===== config.mk =====
export PLATFORM = sky130hd
export DESIGN_NAME = dsum_top
export DESIGN_NICKNAME = d
export VERILOG_FILES = /design/src/rtl/dsum_pkg.sv /design/src/rtl/dsum_divider.sv /design/src/rtl/dsum_engine.sv /design/src/rtl/dsum_top.sv
export SDC_FILE = /design/constraint.sdc
export NUM_CORES = 1
export LEC_CHECK = 0
export BUFFER_PORTS_ARGS = -buffer_cell sky130_fd_sc_hd__buf_4
export CORE_ASPECT_RATIO = 0.5
export CORE_MARGIN = 2
export CORE_UTILIZATION = 24
export CTS_CLUSTER_SIZE = 10
export DETAILED_ROUTE_END_ITERATION = 8
export GPL_TIMING_DRIVEN = 0
export SYNTH_ARGS = -nofsm -noshare
export SYNTH_HDL_FRONTEND = slang
export SYNTH_SLANG_ARGS = --single-unit
export TNS_END_PERCENT = 100

===== constraint.sdc =====
create_clock -name clk -period 4.3 [get_ports clk]
set_input_delay 0.86 -clock clk [delete_from_list [all_inputs] [get_ports clk]]
set_output_delay 0.86 -clock clk [all_outputs]
set_load 0.05 [all_outputs]

===== src/rtl/dsum_pkg.sv =====
package dsum_pkg;

  localparam int NUM_CHECK = 5;

  function automatic int unsigned popcnt64(input logic [63:0] v);
    int unsigned c;
    c = 0;
    for (int i = 0; i < 64; i++) c += {31'd0, v[i]};
    return c;
  endfunction

  // radix tried at a given position of the screen, ascending primes
  function automatic int unsigned check_base(input int unsigned idx);
    case (idx)
      0:       return 3;
      1:       return 5;
      2:       return 7;
      3:       return 11;
      default: return 13;
    endcase
  endfunction

endpackage


===== src/rtl/dsum_divider.sv =====
module dsum_divider #(
  parameter int W  = 16,
  parameter int BW = 5
) (
  input  logic          clk,
  input  logic          rst_n,
  input  logic          start,
  input  logic [W-1:0]  dividend,
  input  logic [BW-1:0] divisor,
  output logic          done,
  output logic [W-1:0]  quot,
  output logic [BW-1:0] rem,
  output logic [BW-1:0] div_k
);
  localparam int CW = $clog2(W + 1);

  logic [W-1:0]  acc_q;
  logic [BW-1:0] rem_q, k_q;
  logic [CW-1:0] cnt_q;
  logic          done_q;
  logic [BW:0]   trial;
  logic          fits;
  logic [BW-1:0] rem_nxt;

  always_comb begin
    trial   = {rem_q, acc_q[W-1]};
    fits    = trial >= {1'b0, k_q};
    rem_nxt = fits ? BW'(trial - {1'b0, k_q}) : trial[BW-1:0];
  end

  always_ff @(posedge clk) begin
    if (!rst_n) begin
      acc_q  <= '0;
      rem_q  <= '0;
      k_q    <= '0;
      cnt_q  <= '0;
      done_q <= 1'b0;
    end else begin
      done_q <= 1'b0;
      if (start) begin
        acc_q <= dividend;
        rem_q <= '0;
        k_q   <= divisor;
        cnt_q <= CW'(W);
      end else if (cnt_q != '0) begin
        acc_q <= {acc_q[W-2:0], fits};
        rem_q <= rem_nxt;
        cnt_q <= cnt_q - 1'b1;
        if (cnt_q == CW'(1)) done_q <= 1'b1;
      end
    end
  end

  assign done  = done_q;
  assign quot  = acc_q;
  assign rem   = rem_q;
  assign div_k = k_q;
endmodule


===== src/rtl/dsum_engine.sv =====
module dsum_engine #(
  parameter int W  = 16,
  parameter int BW = 5,
  parameter int SW = 9
) (
  input  logic          clk,
  input  logic          rst_n,
  input  logic          start,
  input  logic [W-1:0]  value,
  input  logic [BW-1:0] base,
  output logic          done,
  output logic [SW-1:0] sum,
  output logic          dig_valid,
  output logic [BW-1:0] dig_val,
  output logic [BW-1:0] dig_base
);
  typedef enum logic [1:0] {E_IDLE, E_LAUNCH, E_WAIT} estate_t;

  estate_t       st_q;
  logic [W-1:0]  n_q;
  logic [BW-1:0] k_q;
  logic [SW-1:0] sum_q;
  logic          done_q;
  logic          div_go, div_done;
  logic [W-1:0]  div_quot;
  logic [BW-1:0] div_rem, div_k;

  assign div_go = (st_q == E_LAUNCH);

  dsum_divider #(.W(W), .BW(BW)) u_div (
    .clk(clk), .rst_n(rst_n), .start(div_go),
    .dividend(n_q), .divisor(k_q),
    .done(div_done), .quot(div_quot), .rem(div_rem), .div_k(div_k)
  );

  always_ff @(posedge clk) begin
    if (!rst_n) begin
      st_q   <= E_IDLE;
      n_q    <= '0;
      k_q    <= '0;
      sum_q  <= '0;
      done_q <= 1'b0;
    end else begin
      done_q <= 1'b0;
      case (st_q)
        E_IDLE: if (start) begin
          k_q   <= base;
          sum_q <= '0;
          n_q   <= value;
          if (value == '0) done_q <= 1'b1;
          else             st_q   <= E_LAUNCH;
        end
        E_LAUNCH: st_q <= E_WAIT;
        E_WAIT: if (div_done) begin
          sum_q <= sum_q + SW'(div_rem);
          if (div_quot == '0) begin
            done_q <= 1'b1;
            st_q   <= E_IDLE;
          end else begin
            n_q  <= div_quot;
            st_q <= E_LAUNCH;
          end
        end
        default: st_q <= E_IDLE;
      endcase
    end
  end

  assign done      = done_q;
  assign sum       = sum_q;
  assign dig_valid = div_done;
  assign dig_val   = div_rem;
  assign dig_base  = div_k;
endmodule


===== src/rtl/dsum_top.sv =====
module dsum_top #(
  parameter int W  = 16,
  parameter int BW = 5,
  localparam int SW = $clog2(W * ((1 << BW) - 2) + 1)
) (
  input  logic          clk,
  input  logic          rst_n,
  input  logic          start_i,
  input  logic          mode_i,
  input  logic [W-1:0]  value_i,
  input  logic [BW-1:0] base_i,
  output logic          busy_o,
  output logic          done_o,
  output logic [SW-1:0] sum_o,
  output logic          match_o,
  output logic [BW-1:0] stop_base_o
);
  import dsum_pkg::*;

  localparam int IW = $clog2(NUM_CHECK);

  typedef enum logic [1:0] {T_IDLE, T_LAUNCH, T_WAIT} tstate_t;

  tstate_t       st_q;
  logic          cap_mode;
  logic [W-1:0]  cap_value;
  logic [BW-1:0] cap_base;
  logic [IW-1:0] idx_q;
  logic [BW-1:0] eng_base;
  logic [SW-1:0] ref_pop;
  logic          eng_go, eng_done;
  logic [SW-1:0] eng_sum;
  logic          dig_valid;
  logic [BW-1:0] dig_val, dig_base;
  logic          done_q, match_q;
  logic [SW-1:0] sum_q;
  logic [BW-1:0] stop_q;

  assign eng_go   = (st_q == T_LAUNCH);
  assign eng_base = cap_mode ? BW'(check_base(32'(idx_q))) : cap_base;
  assign ref_pop  = SW'(popcnt64(64'(cap_value)));

  dsum_engine #(.W(W), .BW(BW), .SW(SW)) u_eng (
    .clk(clk), .rst_n(rst_n), .start(eng_go),
    .value(cap_value), .base(eng_base),
    .done(eng_done), .sum(eng_sum),
    .dig_valid(dig_valid), .dig_val(dig_val), .dig_base(dig_base)
  );

  always_ff @(posedge clk) begin
    if (!rst_n) begin
      st_q      <= T_IDLE;
      cap_mode  <= 1'b0;
      cap_value <= '0;
      cap_base  <= '0;
      idx_q     <= '0;
      done_q    <= 1'b0;
      match_q   <= 1'b0;
      sum_q     <= '0;
      stop_q    <= '0;
    end else begin
      done_q <= 1'b0;
      case (st_q)
        T_IDLE: if (start_i) begin
          cap_mode  <= mode_i;
          cap_value <= value_i;
          cap_base  <= (base_i < BW'(2)) ? BW'(2) : base_i;
          idx_q     <= '0;
          st_q      <= T_LAUNCH;
        end
        T_LAUNCH: st_q <= T_WAIT;
        T_WAIT: if (eng_done) begin
          if (!cap_mode || eng_sum != ref_pop || idx_q == IW'(NUM_CHECK - 1)) begin
            done_q  <= 1'b1;
            sum_q   <= eng_sum;
            match_q <= (eng_sum == ref_pop);
            stop_q  <= eng_base;
            st_q    <= T_IDLE;
          end else begin
            idx_q <= idx_q + 1'b1;
            st_q  <= T_LAUNCH;
          end
        end
        default: st_q <= T_IDLE;
      endcase
    end
  end

  assign busy_o      = (st_q != T_IDLE);
  assign done_o      = done_q;
  assign sum_o       = sum_q;
  assign match_o     = match_q;
  assign stop_base_o = stop_q;
endmodule


==> results.json, run 1 <==
{
  "place_area_um2": 6228,
  "worst_slack_ns": -0.07731,
  "power_frac_clock": 0.287,
  "slowest_delay_ns": 0.53,
  "critical-path-top-delay-family": "adder cells",
  "synth_edf_count": 0,
  "start_kind": "register",
  "whs_path_depth": 2,
  "drt_first_pass_iters": 5,
  "rsz0062_at_grt": "yes",
  "clock-root-buffer": "clkbuf_16",
  "crit_start": "cap_value[11]$_SDFFE_PN0P_",
  "core_um2": 22740,
  "grt_pass1_wl_um": 24720,
  "r2r-end": "stop_base_o[2]$_SDFFE_PN0P_",
  "rr_worst_depth": 15,
  "synthAdderAreaFrac": 0.09763,
  "violations": "negative setup slack",
  "period_share": 1.018,
  "slew_headroom": 0.4590,
  "p_seq_frac": 0.394,
  "p_comb_frac": 0.319,
  "p_sw_frac": 0.3605,
  "gp_congestion": 0.8254,
  "synthArstFlopShare": 0,
  "synth_cell_types": 58,
  "crit_top_cell": "fa_1",
  "cts-buffers-inserted": 9,
  "p_total_w": 0.003140,
  "antenna_found_initial": 0,
  "nets": 799,
  "power.density_nw_per_um2": 471.9,
  "place.port_buffers": 41,
  "clk_pin_slew_ns": 0.08,
  "syn_nets": 740,
  "path_depth": 15,
  "io_pins": 42,
  "path_buf_inv": 4,
  "p_int_w": 0.002008,
  "p_sw_w": 0.001132,
  "netlist_instances": 679,
  "crit_path_end_kind": "register",
  "crit_arrival_ns": 4.67,
  "muxShareOfSynthArea": 0.02938,
  "drc": 0,
  "htreeDepth": 3,
  "die_y_um": 111.4,
  "synth_compound_area_frac": 0.1776,
  "num_antenna_cells": 0,
  "hold_violations": 0,
  "yosys.area_share.simple": 0.2260,
  "synth_warnings": 0,
  "ir_drop_mv": 0.1909,
  "synth_xor_area_frac": 0.02147,
  "slowest_stage": "fa_1",
  "grt_pass1_vias": 4905,
  "synth-seq-cells": 108,
  "synth_ff_type": "dfxtp_1",
  "leakagePower_nw": 2.536,
  "hp-start": "cap_base[3]$_SDFFE_PN0P_",
  "path_cells": "fa_1 -> inv_1 -> fa_1 -> inv_1 -> fa_1 -> inv_1 -> fa_1 -> inv_1 -> ha_2 -> fa_1 -> xnor2_1 -> nand4_1 -> a2111o_1 -> o21ai_4 -> mux2i_1",
  "areaGrowthSynthToFinish_pct": 20.18,
  "wl_per_cell_um": 14.30,
  "timing.rr.start": "cap_value[11]$_SDFFE_PN0P_",
  "max_slew.worst_pin.slew_ns": 0.8002,
  "cts_tree": "done",
  "path_max_fanout": 4,
  "clock_latency_ns": 0.36,
  "postCtsHoldBufs": 0,
  "report.final.slew_viol_count": 0,
  "hold_path.class": "reg -> reg",
  "vias_per_cell": 4.690,
  "track_usage": 0.1265,
  "die_x_um": 218.8,
  "seq_area_frac_synth": 0.3905,
  "grt_max_degree": 19,
  "max_freq_mhz": 228.5,
  "fill_cells": 2485,
  "drt-total-wl_um": 15020,
  "hold_end": "cap_base[3]$_SDFFE_PN0P_",
  "gr-total-overflow": 0,
  "r2r_slack_ns": -0.08,
  "fp-row-count": 39,
  "fin_skew_ns": 0.008820,
  "layout-drive-gt1-share": 0.1292,
  "maxCapViolCount": 0,
  "num_vias": 4925,
  "netlist_area_um2": 5537,
  "crit_required_ns": 4.59,
  "finalSetupViolCount": 7,
  "ant_nets": 0,
  "syn_area_per_cell_um2": 8.154,
  "clockBufferDepth": 2,
  "die_area_um2": 24370,
  "status": "complete, but fails checks",
  "design_area_um2": 6654,
  "synth_top_family_by_area": "simple AND/OR/NAND/NOR gates",
  "critical_path_class": "reg -> reg",
  "final_util": 0.2926,
  "drt_iter0_markers": 323,
  "clock-sinks": 108,
  "hpwlAfterDp_um": 11260,
  "min_period_ns": 4.377,
  "start_util": 0.2435
}
-- worst max-delay path by stage --
stage                                  end
2_1_floorplan        sum_o[0]$_SDFFE_PN0P_
3_3_place_gp         sum_o[3]$_SDFFE_PN0P_
3_5_place_dp         sum_o[1]$_SDFFE_PN0P_
4_1_cts              idx_q[0]$_SDFFE_PN0P_
5_1_grt              idx_q[0]$_SDFFE_PN0P_
6_report       stop_base_o[2]$_SDFFE_PN0P_
-- through the flow --
| stage | hold slack, ns | instances | setup WS, ns | TNS [ns] |
|---|---|---|---|---|
| 4_1_cts | 0.4574 | 1048 | -0.09432 | -0.4487 |
| 2_1_floorplan | 0.4321 | 679 | 0.03871 | 0 |
| 5_1_grt | 0.4690 | 1050 | -0.2263 | -3.372 |
| 3_3_place_gp | 0.4441 | 1027 | -0.3509 | -4.584 |
| 6_report | 0.4573 | 1050 | -0.07731 | -0.3031 |
| 3_5_place_dp | 0.4467 | 1027 | -0.3830 | -5.114 |
-- placed cells by master, fill, tap and decap left out, types with 11 or more instances in the layout --
master      n
a211oi_1   13
a21oi_1    56
a311oi_1   22
buf_4      46
clkbuf_1   28
dfxtp_1   104
fa_1       12
ha_1       23
inv_1      41
mux2i_1    14
nand2_1   140
nor2_1     70
nor3_1     11
o21ai_0    11
-- routing by layer --
| metal | share of wire | track usage | routed length [um] |
|---|---|---|---|
| met1 | 0.49 | 0.1712 | 7336 |
| met2 | 0.46 | 0.2063 | 6940 |
| met3 | 0.039 | 0.02459 | 584 |
| met4 | 0.010 | 0.03378 | 153 |
| met5 | 0 | 0 | 0 |
-- repair_timing --
item	4_1_cts	5_1_grt
hold endpoints to repair	0	0
pin swaps	4	4
gates cloned	1	0
gates resized for setup	16	4
setup buffers	4	2
setup endpoints to repair	19	19
-- worst register-to-register path, stage by stage, from the launching register on --
cell and delay [ns]:
dfxtp_4 0.36, fa_1 0.53, inv_1 0.05, fa_1 0.48
inv_1 0.05, fa_1 0.47, inv_1 0.05, fa_1 0.48
inv_1 0.05, ha_2 0.18, fa_1 0.50, xnor2_1 0.12
nand4_1 0.18, a2111o_1 0.40, o21ai_4 0.22, mux2i_1 0.20
-- power by group through the flow --
stage / Combinational, W / Sequential, W / Clock (W)
CTS: 0.000986 / 0.00123 / 0.000911
floorplan: 0.000700 / 0.00122 / 0
finish: 0.00100 / 0.00124 / 0.000901
detailed placement: 0.000929 / 0.00126 / 0
global route: 0.00112 / 0.00125 / 0.000948
global placement: 0.000917 / 0.00125 / 0
-- state kept, by name, indices dropped and copies added, names as in the netlist, 2 cells and up --
register and cells:
u_eng.n_q 16, cap_base 5, u_eng.u_div.div_k 5, u_eng.u_div.rem 5, stop_base_o 5, u_eng.k_q 5
idx_q 3, u_eng.u_div.quot 16, u_eng.u_div.cnt_q 5, cap_value 16, u_eng.st_q 2, st_q 2
u_eng.sum 9, sum_o 9
-- cell families (layout without fill, tap and decap cells) --
family	count (synthesis)	after routing
buffers and inverters	81	145
DFF	108	108
muxes	16	16
and+or+nand+nor	280	280
AOI/OAI and AO/OA	146	146
xor gates and xnor gates	12	12
adders and majority gates	36	36
-- cell type report --
type | instances | area, um2 | share of cell area
Inverter | 44 | 165.2 | 0.02482
Buffer | 37 | 158.9 | 0.02388
Tap cell | 307 | 384.1 | 0.05773
Sequential cell | 108 | 2170 | 0.3261
Clock inverter | 5 | 63.81 | 0.009590
Multi-Input combinational cell | 490 | 3092 | 0.4646
Timing Repair Buffer | 48 | 367.9 | 0.05528
Clock buffer | 11 | 252.7 | 0.03798
-- cell usage after synthesis, types with 4 or more instances --
| cell | n | area, um2 |
|---|---|---|
| and3_1 | 7 | 43.79 |
| nor3_1 | 11 | 55.05 |
| nand2_1 | 140 | 525.5 |
| clkbuf_1 | 28 | 105.1 |
| a211oi_1 | 14 | 105.1 |
| nand2b_1 | 7 | 43.79 |
| nor4_1 | 7 | 43.79 |
| a21oi_1 | 58 | 290.3 |
| a41oi_1 | 5 | 43.79 |
| inv_1 | 44 | 165.2 |
| ha_1 | 24 | 300.3 |
| buf_2 | 5 | 25.02 |
| nor2_1 | 70 | 262.8 |
| o21a_1 | 6 | 45.04 |
| o21ai_0 | 11 | 55.05 |
| or3_1 | 6 | 37.54 |
| nand4_1 | 6 | 37.54 |
| mux2i_1 | 14 | 140.1 |
| nand3_1 | 6 | 30.03 |
| xnor2_1 | 9 | 78.83 |
| nor2b_1 | 4 | 25.02 |
| a31oi_1 | 4 | 25.02 |
| a311oi_1 | 22 | 192.7 |
| dfxtp_1 | 108 | 2162 |
| fa_1 | 12 | 240.2 |
No activity file was read; power rests on OpenSTA's default activity.
==> run 2, diff against run 1 <==
--- a/config.mk
+++ b/config.mk
@@ -12,6 +12,7 @@
 export CTS_CLUSTER_SIZE = 10
 export DETAILED_ROUTE_END_ITERATION = 8
 export GPL_TIMING_DRIVEN = 0
+export SKIP_LAST_GASP = 1
 export SYNTH_ARGS = -nofsm -noshare
 export SYNTH_HDL_FRONTEND = slang
 export SYNTH_SLANG_ARGS = --single-unit
==> results.json, run 2 (synthesis gave the netlist of run 1 again) <==
{
  "leakagePower_nw": 2.537,
  "hold_violations": 0,
  "path_max_fanout": 4,
  "p_total_w": 0.003137,
  "hold_end": "u_eng.u_div.div_k[3]$_SDFFE_PN0P_",
  "vias_per_cell": 4.699,
  "gp_congestion": 0.8254,
  "period_share": 1.018,
  "ant_nets": 0,
  "violations": "negative setup slack",
  "hold_path.class": "reg -> reg",
  "drt_first_pass_iters": 5,
  "timing.rr.start": "cap_value[11]$_SDFFE_PN0P_",
  "fill_cells": 2484,
  "hpwlAfterDp_um": 11260,
  "p_int_w": 0.002008,
  "rsz0062_at_grt": "yes",
  "power.density_nw_per_um2": 471.7,
  "crit_path_end_kind": "register",
  "status": "complete, but fails checks",
  "path_cells": "fa_1 -> inv_1 -> fa_1 -> inv_1 -> fa_1 -> inv_1 -> fa_1 -> inv_1 -> ha_2 -> fa_1 -> xnor2_1 -> nand4_1 -> a2111o_1 -> o21ai_4 -> mux2i_1",
  "clock_latency_ns": 0.36,
  "clock-root-buffer": "clkbuf_16",
  "nets": 799,
  "layout_commonest_cell": "nand2_1",
  "clock-sinks": 108,
  "p_comb_frac": 0.319,
  "finalSetupViolCount": 7,
  "crit_top_cell": "fa_1",
  "power_frac_clock": 0.287,
  "track_usage": 0.1265,
  "slew_headroom": 0.4644,
  "start_util": 0.2435,
  "crit_required_ns": 4.59,
  "r2r-end": "stop_base_o[2]$_SDFFE_PN0P_",
  "clockBufferDepth": 2,
  "antenna_found_initial": 0,
  "critical_path_class": "reg -> reg",
  "num_vias": 4934,
  "crit_arrival_ns": 4.67,
  "rr_worst_depth": 15,
  "cts_tree": "done",
  "whs_path_depth": 2,
  "r2r_slack_ns": -0.08,
  "max_slew.worst_pin.slew_ns": 0.7922,
  "layout-drive-gt1-share": 0.1279,
  "io_pins": 42,
  "slowest_delay_ns": 0.53,
  "clk_pin_slew_ns": 0.07,
  "multiInputGateArea_um2": 3088,
  "core_um2": 22740,
  "min_period_ns": 4.376,
  "ir_drop_mv": 0.1909,
  "grt_max_degree": 19,
  "drt-total-wl_um": 15010,
  "maxCapViolCount": 0,
  "grt_pass1_wl_um": 24720,
  "gr-total-overflow": 0,
  "mostFrequentLayoutCells": "nand2_1, dfxtp_1, nor2_1",
  "htreeDepth": 3,
  "fp-row-count": 39,
  "die_area_um2": 24370,
  "p_seq_frac": 0.394,
  "drt_iter0_markers": 320,
  "seq_area_um2": 2170,
  "die_x_um": 218.8,
  "p_sw_frac": 0.3600,
  "start_kind": "register",
  "place_area_um2": 6228,
  "die_y_um": 111.4,
  "cts-buffers-inserted": 9,
  "hp-start": "u_eng.k_q[3]$_SDFFE_PN0P_",
  "drc": 0,
  "wl_per_cell_um": 14.29,
  "max_freq_mhz": 228.5,
  "fin_skew_ns": 0.008642,
  "p_sw_w": 0.001129,
  "grt_pass1_vias": 4905,
  "slowest_stage": "fa_1",
  "report.final.slew_viol_count": 0,
  "design_area_um2": 6650,
  "areaGrowthSynthToFinish_pct": 20.11,
  "num_antenna_cells": 0,
  "worst_slack_ns": -0.07633,
  "place.port_buffers": 41
}
-- run 2: cell counts in the layout (fill, tap and decap cells not counted) --
Identical to the previous run, type by type.
-- run 2: worst max path at each step --
stage | from | endpoint | slack (ns) | depth (start not counted)
floorplan | cap_value[5]$_SDFFE_PN0P_ | sum_o[0]$_SDFFE_PN0P_ | 0.04 | 16
CTS | cap_value[11]$_SDFFE_PN0P_ | idx_q[0]$_SDFFE_PN0P_ | -0.09 | 16
global placement | cap_value[5]$_SDFFE_PN0P_ | sum_o[3]$_SDFFE_PN0P_ | -0.35 | 16
global route | cap_value[5]$_SDFFE_PN0P_ | idx_q[0]$_SDFFE_PN0P_ | -0.23 | 16
detailed placement | cap_value[5]$_SDFFE_PN0P_ | sum_o[1]$_SDFFE_PN0P_ | -0.38 | 16
finish | cap_value[11]$_SDFFE_PN0P_ | stop_base_o[2]$_SDFFE_PN0P_ | -0.08 | 15
-- run 2: power groups by stage --
stage	Combinational (W)	Sequential, W	Clock [W]
after global placement	0.000917	0.00125	0
after detailed placement	0.000929	0.00126	0
after global routing	0.00112	0.00125	0.000948
after floorplan	0.000700	0.00122	0
after CTS	0.000986	0.00123	0.000911
final	0.00100	0.00124	0.000901
-- run 2: critical path: cells and delay by family, from the launching register on --
kind,cells,cell delay [ns]
DFF,1,0.36
and+or+nand+nor,1,0.18
buffers and inverters,4,0.20
xor gates and xnor gates,1,0.12
adders and majority gates,6,2.64
AOI/OAI and AO/OA,2,0.62
muxes,1,0.20
-- run 2: metrics by stage --
stage	std cells	setup slack (ns)	utilization	hold slack, ns	TNS [ns]
after CTS	1048	-0.09432	0.2915	0.4574	-0.4487
after global routing	1050	-0.2263	0.2925	0.4690	-3.378
after global placement	1027	-0.3509	0.2739	0.4441	-4.584
final	1050	-0.07633	0.2925	0.4578	-0.2965
after floorplan	679	0.03871	-	0.4321	0
after detailed placement	1027	-0.3830	0.2739	0.4467	-5.114
-- run 2: cell type report --
type                            instances  share of cell area
Multi-Input combinational cell        490              0.4643
Buffer                                 37             0.02389
Clock inverter                          5            0.009595
Timing Repair Buffer                   48             0.05532
Sequential cell                       108              0.3262
Tap cell                              307             0.05776
Clock buffer                           11             0.03801
Inverter                               44             0.02484
-- run 2: per-layer routing --
layer,wire [um],track usage,vias to the layer above,part of all wire
met5,0,0,-,0
met4,153,0.03378,0,0.010
met3,601,0.02459,13,0.040
met2,6951,0.2063,100,0.46
met1,7300,0.1712,2372,0.49
li1,-,-,2449,-
-- run 2: repair_timing --
| item | CTS | global route |
|---|---|---|
| hold endpoints to repair | 0 | 0 |
| endpoints found under the setup margin | 19 | 19 |
| pin swaps | 4 | 4 |
| cloned | 1 | 0 |
| hold buffers | 0 | 0 |
| resized for setup | 16 | 3 |
| setup buffers | 4 | 2 |
